$ cat src/rtl/rtc_pkg.sv
`timescale 1ns/1ps
package rtc_pkg;
  localparam int N_TIME = 6;
  localparam int N_ALM  = 4;
  localparam logic [3:0] A_ALM0 = 4'h6;
  localparam logic [3:0] A_CTRL = 4'hA;
  localparam logic [3:0] A_FLAG = 4'hB;

  typedef logic [N_TIME-1:0][7:0] rtc_time_t;  // 0 sec .. 5 year
  typedef logic [N_ALM-1:0][7:0]  rtc_alm_t;

  function automatic logic [7:0] bcd_inc(logic [7:0] v);
    if (v[3:0] >= 4'h9) return {v[7:4] + 4'd1, 4'h0};
    return v + 8'd1;
  endfunction

  function automatic logic is_leap(logic [7:0] yr);
    if (yr[4]) return (yr[3:0] == 4'h2) || (yr[3:0] == 4'h6);
    return (yr[3:0] == 4'h0) || (yr[3:0] == 4'h4) || (yr[3:0] == 4'h8);
  endfunction

  function automatic logic [7:0] month_len(logic [7:0] mon, logic [7:0] yr);
    case (mon)
      8'h02:                      return is_leap(yr) ? 8'h29 : 8'h28;
      8'h04, 8'h06, 8'h09, 8'h11: return 8'h30;
      default:                    return 8'h31;
    endcase
  endfunction
endpackage

$ cat src/rtl/rtc_timebase.sv
`timescale 1ns/1ps
module rtc_timebase #(
  parameter int TICKS_PER_SEC = 32768,
  parameter int PER_W         = 14
) (
  input  logic       clk_i,
  input  logic       rst_ni,
  input  logic       tick_i,
  input  logic       load_i,
  input  logic [3:0] rate_i,
  output logic       sec_adv_o,
  output logic       per_hit_o
);
  localparam int PS_W = (TICKS_PER_SEC > 2) ? $clog2(TICKS_PER_SEC) : 1;
  localparam logic [PS_W-1:0] PS_LAST = PS_W'(TICKS_PER_SEC - 1);

  logic [PS_W-1:0]  ps_q;
  logic [PER_W-1:0] pcnt_q;
  logic [PER_W-1:0] mask;

  always_ff @(posedge clk_i or negedge rst_ni) begin
    if (!rst_ni) ps_q <= '0;
    else if (tick_i) begin
      if (load_i || ps_q == PS_LAST) ps_q <= '0;
      else                           ps_q <= ps_q + 1'b1;
    end
  end

  assign sec_adv_o = tick_i && !load_i && (ps_q == PS_LAST);

  always_ff @(posedge clk_i or negedge rst_ni) begin
    if (!rst_ni)     pcnt_q <= '0;
    else if (tick_i) pcnt_q <= pcnt_q + 1'b1;
  end

  // period 2^(n-1): hit when the low n-1 bits are all ones
  always_comb begin
    mask = '0;
    if (rate_i != 4'd0) mask = ({{(PER_W-1){1'b0}}, 1'b1} << (rate_i - 4'd1)) - 1'b1;
  end

  assign per_hit_o = tick_i && (rate_i != 4'd0) && ((pcnt_q & mask) == mask);

  a_r2_adv_spacing: assert property (@(posedge clk_i) disable iff (!rst_ni)
    sec_adv_o |=> !sec_adv_o);
  a_r5_load_restarts: assert property (@(posedge clk_i) disable iff (!rst_ni)
    (tick_i && load_i) |=> (ps_q == '0));
endmodule

$ cat src/rtl/rtc_calendar.sv
`timescale 1ns/1ps
module rtc_calendar
  import rtc_pkg::*;
(
  input  logic              clk_i,
  input  logic              rst_ni,
  input  logic              sec_adv_i,
  input  logic              load_i,
  input  logic [N_TIME-1:0] ld_mask_i,
  input  rtc_time_t         ld_val_i,
  output rtc_time_t         time_o
);
  rtc_time_t t_q, nxt;
  logic [7:0] dim;

  assign dim = month_len(t_q[4], t_q[5]);

  always_comb begin
    nxt = t_q;
    if (t_q[0] >= 8'h59) begin
      nxt[0] = 8'h00;
      if (t_q[1] >= 8'h59) begin
        nxt[1] = 8'h00;
        if (t_q[2] >= 8'h23) begin
          nxt[2] = 8'h00;
          if (t_q[3] >= dim) begin
            nxt[3] = 8'h01;
            if (t_q[4] >= 8'h12) begin
              nxt[4] = 8'h01;
              nxt[5] = (t_q[5] >= 8'h99) ? 8'h00 : bcd_inc(t_q[5]);
            end else nxt[4] = bcd_inc(t_q[4]);
          end else nxt[3] = bcd_inc(t_q[3]);
        end else nxt[2] = bcd_inc(t_q[2]);
      end else nxt[1] = bcd_inc(t_q[1]);
    end else nxt[0] = bcd_inc(t_q[0]);
  end

  for (genvar g = 0; g < N_TIME; g++) begin : g_field
    localparam logic [7:0] RST_V = (g == 3 || g == 4) ? 8'h01 : 8'h00;
    always_ff @(posedge clk_i or negedge rst_ni) begin
      if (!rst_ni)                    t_q[g] <= RST_V;
      else if (load_i)                t_q[g] <= ld_mask_i[g] ? ld_val_i[g] : t_q[g];
      else if (sec_adv_i)             t_q[g] <= nxt[g];
    end
  end

  assign time_o = t_q;

  a_r2_sec_wrap: assert property (@(posedge clk_i) disable iff (!rst_ni)
    (sec_adv_i && !load_i && t_q[0] == 8'h59) |=> (t_q[0] == 8'h00));
  a_r5_hold_between: assert property (@(posedge clk_i) disable iff (!rst_ni)
    (!sec_adv_i && !load_i) |=> $stable(t_q));
  a_r3_day_never_zero: assert property (@(posedge clk_i) disable iff (!rst_ni)
    sec_adv_i |=> (t_q[3] != 8'h00));
endmodule

$ cat src/rtl/rtc_alarm.sv
`timescale 1ns/1ps
module rtc_alarm
  import rtc_pkg::*;
(
  input  logic [N_ALM-1:0][7:0] now_i,
  input  rtc_alm_t              alm_i,
  input  logic                  check_i,
  output logic                  hit_o
);
  logic [N_ALM-1:0] fm;

  for (genvar g = 0; g < N_ALM; g++) begin : g_cmp
    assign fm[g] = alm_i[g][7] || (now_i[g] == {1'b0, alm_i[g][6:0]});
  end

  assign hit_o = check_i && (&fm);
endmodule

$ cat src/rtl/rtc_core.sv
`timescale 1ns/1ps
module rtc_core
  import rtc_pkg::*;
#(
  parameter int TICKS_PER_SEC = 32768
) (
  input  logic       clk_i,
  input  logic       rst_ni,
  input  logic       tick_i,
  input  logic       backup_i,
  input  logic       cs_i,
  input  logic       we_i,
  input  logic       oe_i,
  input  logic [3:0] addr_i,
  input  logic [7:0] data_i,
  output logic [7:0] data_o,
  output logic       data_oe_o,
  output logic       int_o
);
  localparam int PER_W = 14;  // rate 15 -> 16384 ticks

  rtc_time_t         pend_q, time_w, vis_q;
  logic [N_TIME-1:0] pmask_q;
  rtc_alm_t          alm_q;
  logic [5:0]        ctrl_q;
  logic [1:0]        flags_q, seen_q;
  logic              rd_q, chk_q;
  logic              wr, load, sec_adv, per_hit, alm_hit, rd_flag, rd_end;

  assign wr   = cs_i && we_i;
  assign load = tick_i && (|pmask_q);

  // deferred time writes
  for (genvar g = 0; g < N_TIME; g++) begin : g_pend
    always_ff @(posedge clk_i or negedge rst_ni) begin
      if (!rst_ni) begin
        pend_q[g]  <= '0;
        pmask_q[g] <= 1'b0;
      end else if (wr && addr_i == 4'(g)) begin
        pend_q[g]  <= data_i;
        pmask_q[g] <= 1'b1;
      end else if (load) pmask_q[g] <= 1'b0;
    end
  end

  for (genvar g = 0; g < N_ALM; g++) begin : g_alm
    always_ff @(posedge clk_i or negedge rst_ni) begin
      if (!rst_ni)                            alm_q[g] <= '0;
      else if (wr && addr_i == A_ALM0 + 4'(g)) alm_q[g] <= data_i;
    end
  end

  always_ff @(posedge clk_i or negedge rst_ni) begin
    if (!rst_ni)                       ctrl_q <= '0;
    else if (wr && addr_i == A_CTRL)   ctrl_q <= data_i[5:0];
  end

  rtc_timebase #(.TICKS_PER_SEC(TICKS_PER_SEC), .PER_W(PER_W)) u_tb (
    .clk_i, .rst_ni, .tick_i, .load_i(load), .rate_i(ctrl_q[3:0]),
    .sec_adv_o(sec_adv), .per_hit_o(per_hit)
  );

  rtc_calendar u_cal (
    .clk_i, .rst_ni, .sec_adv_i(sec_adv), .load_i(load),
    .ld_mask_i(pmask_q), .ld_val_i(pend_q), .time_o(time_w)
  );

  always_ff @(posedge clk_i or negedge rst_ni) begin
    if (!rst_ni) chk_q <= 1'b0;
    else         chk_q <= sec_adv;
  end

  rtc_alarm u_alm (
    .now_i(time_w[3:0]), .alm_i(alm_q), .check_i(chk_q), .hit_o(alm_hit)
  );

  // user-visible copy frozen while selected
  always_ff @(posedge clk_i or negedge rst_ni) begin
    if (!rst_ni) begin
      vis_q <= '0;
      vis_q[3] <= 8'h01;
      vis_q[4] <= 8'h01;
    end else if (!cs_i) vis_q <= time_w;
  end

  // flags: clear only what the finished read returned
  assign rd_flag = cs_i && oe_i && !we_i && (addr_i == A_FLAG);
  assign rd_end  = rd_q && !rd_flag;

  always_ff @(posedge clk_i or negedge rst_ni) begin
    if (!rst_ni) begin
      rd_q    <= 1'b0;
      seen_q  <= '0;
      flags_q <= '0;
    end else begin
      rd_q <= rd_flag;
      if (rd_flag) seen_q <= flags_q;
      flags_q <= (flags_q & ~(rd_end ? seen_q : 2'b00)) | {per_hit, alm_hit};
    end
  end

  always_comb begin
    case (addr_i)
      4'h0, 4'h1, 4'h2, 4'h3, 4'h4, 4'h5: data_o = vis_q[addr_i[2:0]];
      4'h6:   data_o = alm_q[0];
      4'h7:   data_o = alm_q[1];
      4'h8:   data_o = alm_q[2];
      4'h9:   data_o = alm_q[3];
      A_CTRL: data_o = {2'b00, ctrl_q};
      A_FLAG: data_o = {6'b0, flags_q};
      default: data_o = '0;
    endcase
  end

  assign data_oe_o = cs_i && oe_i && !we_i;
  assign int_o = (flags_q[0] && ctrl_q[4]) || (flags_q[1] && ctrl_q[5] && !backup_i);

  a_r9_alarm_sticky: assert property (@(posedge clk_i) disable iff (!rst_ni)
    (flags_q[0] && !rd_end) |=> flags_q[0]);
  a_r9_per_sticky: assert property (@(posedge clk_i) disable iff (!rst_ni)
    (flags_q[1] && !rd_end) |=> flags_q[1]);
  a_r6_snapshot_hold: assert property (@(posedge clk_i) disable iff (!rst_ni)
    cs_i |=> $stable(vis_q));
  a_r10_backup_gate: assert property (@(posedge clk_i) disable iff (!rst_ni)
    (backup_i && !ctrl_q[4]) |-> !int_o);
  a_r7_alarm_after_adv: assert property (@(posedge clk_i) disable iff (!rst_ni)
    alm_hit |-> $past(sec_adv));
endmodule

$ cat config.mk
export PLATFORM = sky130hd
export DESIGN_NAME = rtc_core
export DESIGN_NICKNAME = d
export VERILOG_FILES = /design/src/rtl/rtc_pkg.sv /design/src/rtl/rtc_timebase.sv /design/src/rtl/rtc_calendar.sv /design/src/rtl/rtc_alarm.sv /design/src/rtl/rtc_core.sv
export SDC_FILE = /design/constraint.sdc
export NUM_CORES = 1
export LEC_CHECK = 0
export BUFFER_PORTS_ARGS = -buffer_cell sky130_fd_sc_hd__buf_2
export CAP_MARGIN = 15
export CORE_MARGIN = 2
export CORE_UTILIZATION = 61
export DETAILED_ROUTE_END_ITERATION = 8
export PLACE_DENSITY = 0.78
export SETUP_SLACK_MARGIN = 0.05
export SYNTH_ARGS = -nofsm -noshare
export SYNTH_HDL_FRONTEND = slang
export SYNTH_SLANG_ARGS = --single-unit
export TNS_END_PERCENT = 50
$ cat constraint.sdc
create_clock -name clk_i -period 4.05 [get_ports clk_i]
set_clock_uncertainty 0.15 [all_clocks]
set_input_delay 0.81 -clock clk_i [delete_from_list [all_inputs] [get_ports clk_i]]
set_output_delay 0.81 -clock clk_i [all_outputs]
set_load 0.02 [all_outputs]
==> results_dict.tcl <==
set metrics [dict create \
    status "complete, no violations" \
    whs_ps 156 \
    timing.final.crit_period_ps 3650 \
    areaGrowthSynthToFinish_pct 10.2 \
    ir_drop_uv 270 \
    grt_usage 0.303 \
    drive_gt1_frac 0.207 \
    p_int_mw 4.82 \
    endpoint_kind "flop" \
    max_freq_mhz 274 \
    antenna_found_initial 0 \
    crit_arrival_ps 3900 \
    grt_pass1_vias 8320 \
    numPortBuffers 28 \
    clock_tree.buffer_depth 3 \
    finalCoreUtilization 0.679 \
    io_pins 29 \
    globalRoute.totalOverflow 0 \
    first_pass_iters 5 \
    yosysTopAreaCell "dfrtp_1" \
    die_w_um 144 \
    startpoint_type "flop" \
    ys_ff_latch 223 \
    synthFlopType "dfrtp_1" \
    drv_slew 0 \
    rows 51 \
    cts_tree "built" \
    postCtsSetupRepairBufs 0 \
    insertion_delay_ps 520 \
    vias 8901 \
    synth_area_mm2 0.0119 \
    switching_share 0.320 \
    ys_async_sr_fraction 1.00 \
    maxSlewHeadroom 0.401 \
    drc 0 \
    cts_buffers 24 \
    cp_max_fo 13 \
    tightest_slew_ps 899 \
    wire_per_inst_um 22.1 \
    power_density_mw_per_mm2 541 \
    synth_area_leaders "dfrtp_1 46%, mux2_2 9.8%, ha_1 4.2%, nand2_1 3.3%, o21ai_0 2.9%" \
    rsz0062_at_grt "no" \
    final_hold_viol_count 0 \
    path_class "flop to flop" \
    dieArea_mm2 0.0206 \
    place.gp.congestion 0.981 \
    synthCells 1093 \
    cts-resized-gates 0 \
    grt_max_degree 105 \
    seqPwrFrac 0.452 \
    grt_pass1_wl_mm 47.8 \
    routed_wl_mm 30.6 \
    viasPerCell 6.43 \
    finalInstanceArea_mm2 0.0131 \
    comb_power_share 0.214 \
    setup_viol 0 \
    dp_hpwl_mm 21.4 \
    yosysMostFrequentCell "dfrtp_1" \
    ys_seq_area_frac 0.470 \
    cts_sinks 223 \
    synthDistinctLibCells 84 \
    clk_pin_slew_worst_paths_ps 60 \
    final_nets 1161 \
    synth_edf_count 0 \
    drtAntennaViolNets 0 \
    crit_path_top_delay_cell "dfrtp_1" \
    diodes 0 \
    path_cells "inv_1 > ha_1 > nor2_1 > o31ai_1 > a32oi_1 > nor3_1 > mux2i_1 > ha_1 > nor4b_1 > o221a_2 > o41ai_2 > buf_4 > and3_1 > a22o_1" \
    core_mm2 0.0193 \
    initial_core_util 0.616 \
    fp.dieH_um 144 \
    clkPwrFrac 0.334 \
    crit_family "compound AO/OA/AOI/OAI gates" \
    cts_max_level 1 \
    power_switching_mw 2.27 \
    placed_cell_area_mm2 0.0122 \
    leakage_nw 5.96 \
    maxCapViolCount 0 \
    cts_root_buf "clkbuf_16" \
    cp_num_buf_inv 2 \
    cp_data_required_time_ps 4300 \
    min_path_type "input port to async pin" \
    min_period_over_period 0.901 \
    r2r_slack_ps 400 \
    drt-initial-drc-count 1091 \
    yosysWarnings 0 \
    cp_common_cell "ha_1" \
    synth_commonest_cells "219 x dfrtp_1, 105 x nand2_1, 103 x mux2_2, 70 x o21ai_0" \
    syn_nets 1152 \
    synth_top_area_share 0.461 \
    cp_slowest_stage_delay_ps 430 \
    tns_ps 0 \
    syn_area_per_cell_um2 10.9 \
    ctsHoldBuffers 0 \
]
layout by cell type, fill, tap and decap left out, types with 19 or more instances in the layout:
cell / instances
inv_1: 46
a21oi_1: 30
xor2_1: 35
nand2_1: 105
buf_2: 27
nand4_1: 19
o21ai_0: 70
mux2i_1: 32
nor2_1: 46
nand3_1: 31
dfrtp_1: 219
clkbuf_16: 25
mux2_2: 103
ha_1: 40
power by group through the flow:
stage          logic, mW  clock network, mW  registers [mW]
6_report            1.52               2.37            3.21
5_1_grt             1.70               2.48            3.25
4_1_cts             1.51               2.38            3.18
3_5_place_dp        1.49                  0            3.22
3_3_place_gp        1.43                  0            3.20
2_1_floorplan       1.19                  0            2.97
metrics by stage:
stage          total power, mW  setup slack (ps)  cells
3_5_place_dp              4.71               468   1341
5_1_grt                   7.42               114   1385
4_1_cts                   7.07               465   1385
2_1_floorplan             4.16               664   1093
3_3_place_gp              4.63               490   1341
6_report                  7.09               402   1385
state kept, by name (all words and copies together), names as in the netlist:
signal / count
pmask_q: 6
seen_q: 2
u_tb.ps_q: 15
ctrl_q: 6
u_cal.time_o: 48
pend_q: 48
rd_q: 1
vis_q: 48
flags_q: 2
u_tb.pcnt_q: 14
alm_q: 32
chk_q: 1
area by class of cell:
| cell class | count | area, um^2 |
|---|---|---|
| inverters | 47 | 176 |
| well taps | 265 | 332 |
| flip-flops and latches | 223 | 5590 |
| repair buffers | 41 | 260 |
| clock buffers | 33 | 706 |
| clock inverters | 11 | 155 |
| fillers | 1436 | 6180 |
| multi-input cells | 765 | 5870 |
kinds of logic after synthesis:
kind of cell	count (synthesis)	share of synthesized area
and+or+nand+nor	292	0.129
AOI/OAI and AO/OA	232	0.135
DFF	223	0.470
muxes	149	0.149
buffers and inverters	105	0.0367
xor gates and xnor gates	52	0.0383
adders and majority gates	40	0.0421
metal layers:
metal | wire [um] | track usage | vias up | part of all wire
met1 | 13500 | 0.454 | 4418 | 0.44
met3 | 2590 | 0.0560 | 78 | 0.085
met5 | 0 | 0 | - | 0
met4 | 1010 | 0.0918 | 0 | 0.033
li1 | - | - | 4011 | -
met2 | 13500 | 0.451 | 394 | 0.44
final timing paths:
path	startpoint	end	cells after the start
max	u_cal.time_o[33]$_DFFE_PN0P_	u_cal.time_o[36]$_DFFE_PN0P_	14
min	rst_ni	u_tb.pcnt_q[13]$_DFFE_PN0P_	1
max reg2reg	u_cal.time_o[33]$_DFFE_PN0P_	u_cal.time_o[36]$_DFFE_PN0P_	14
min reg2reg	u_tb.pcnt_q[13]$_DFFE_PN0P_	u_tb.pcnt_q[13]$_DFFE_PN0P_	1
max in group asynchronous	rst_ni	u_cal.time_o[24]$_DFFE_PN1P_	2
min in group clk_i	u_tb.pcnt_q[13]$_DFFE_PN0P_	u_tb.pcnt_q[13]$_DFFE_PN0P_	1
(Power assumes the default switching activity.)
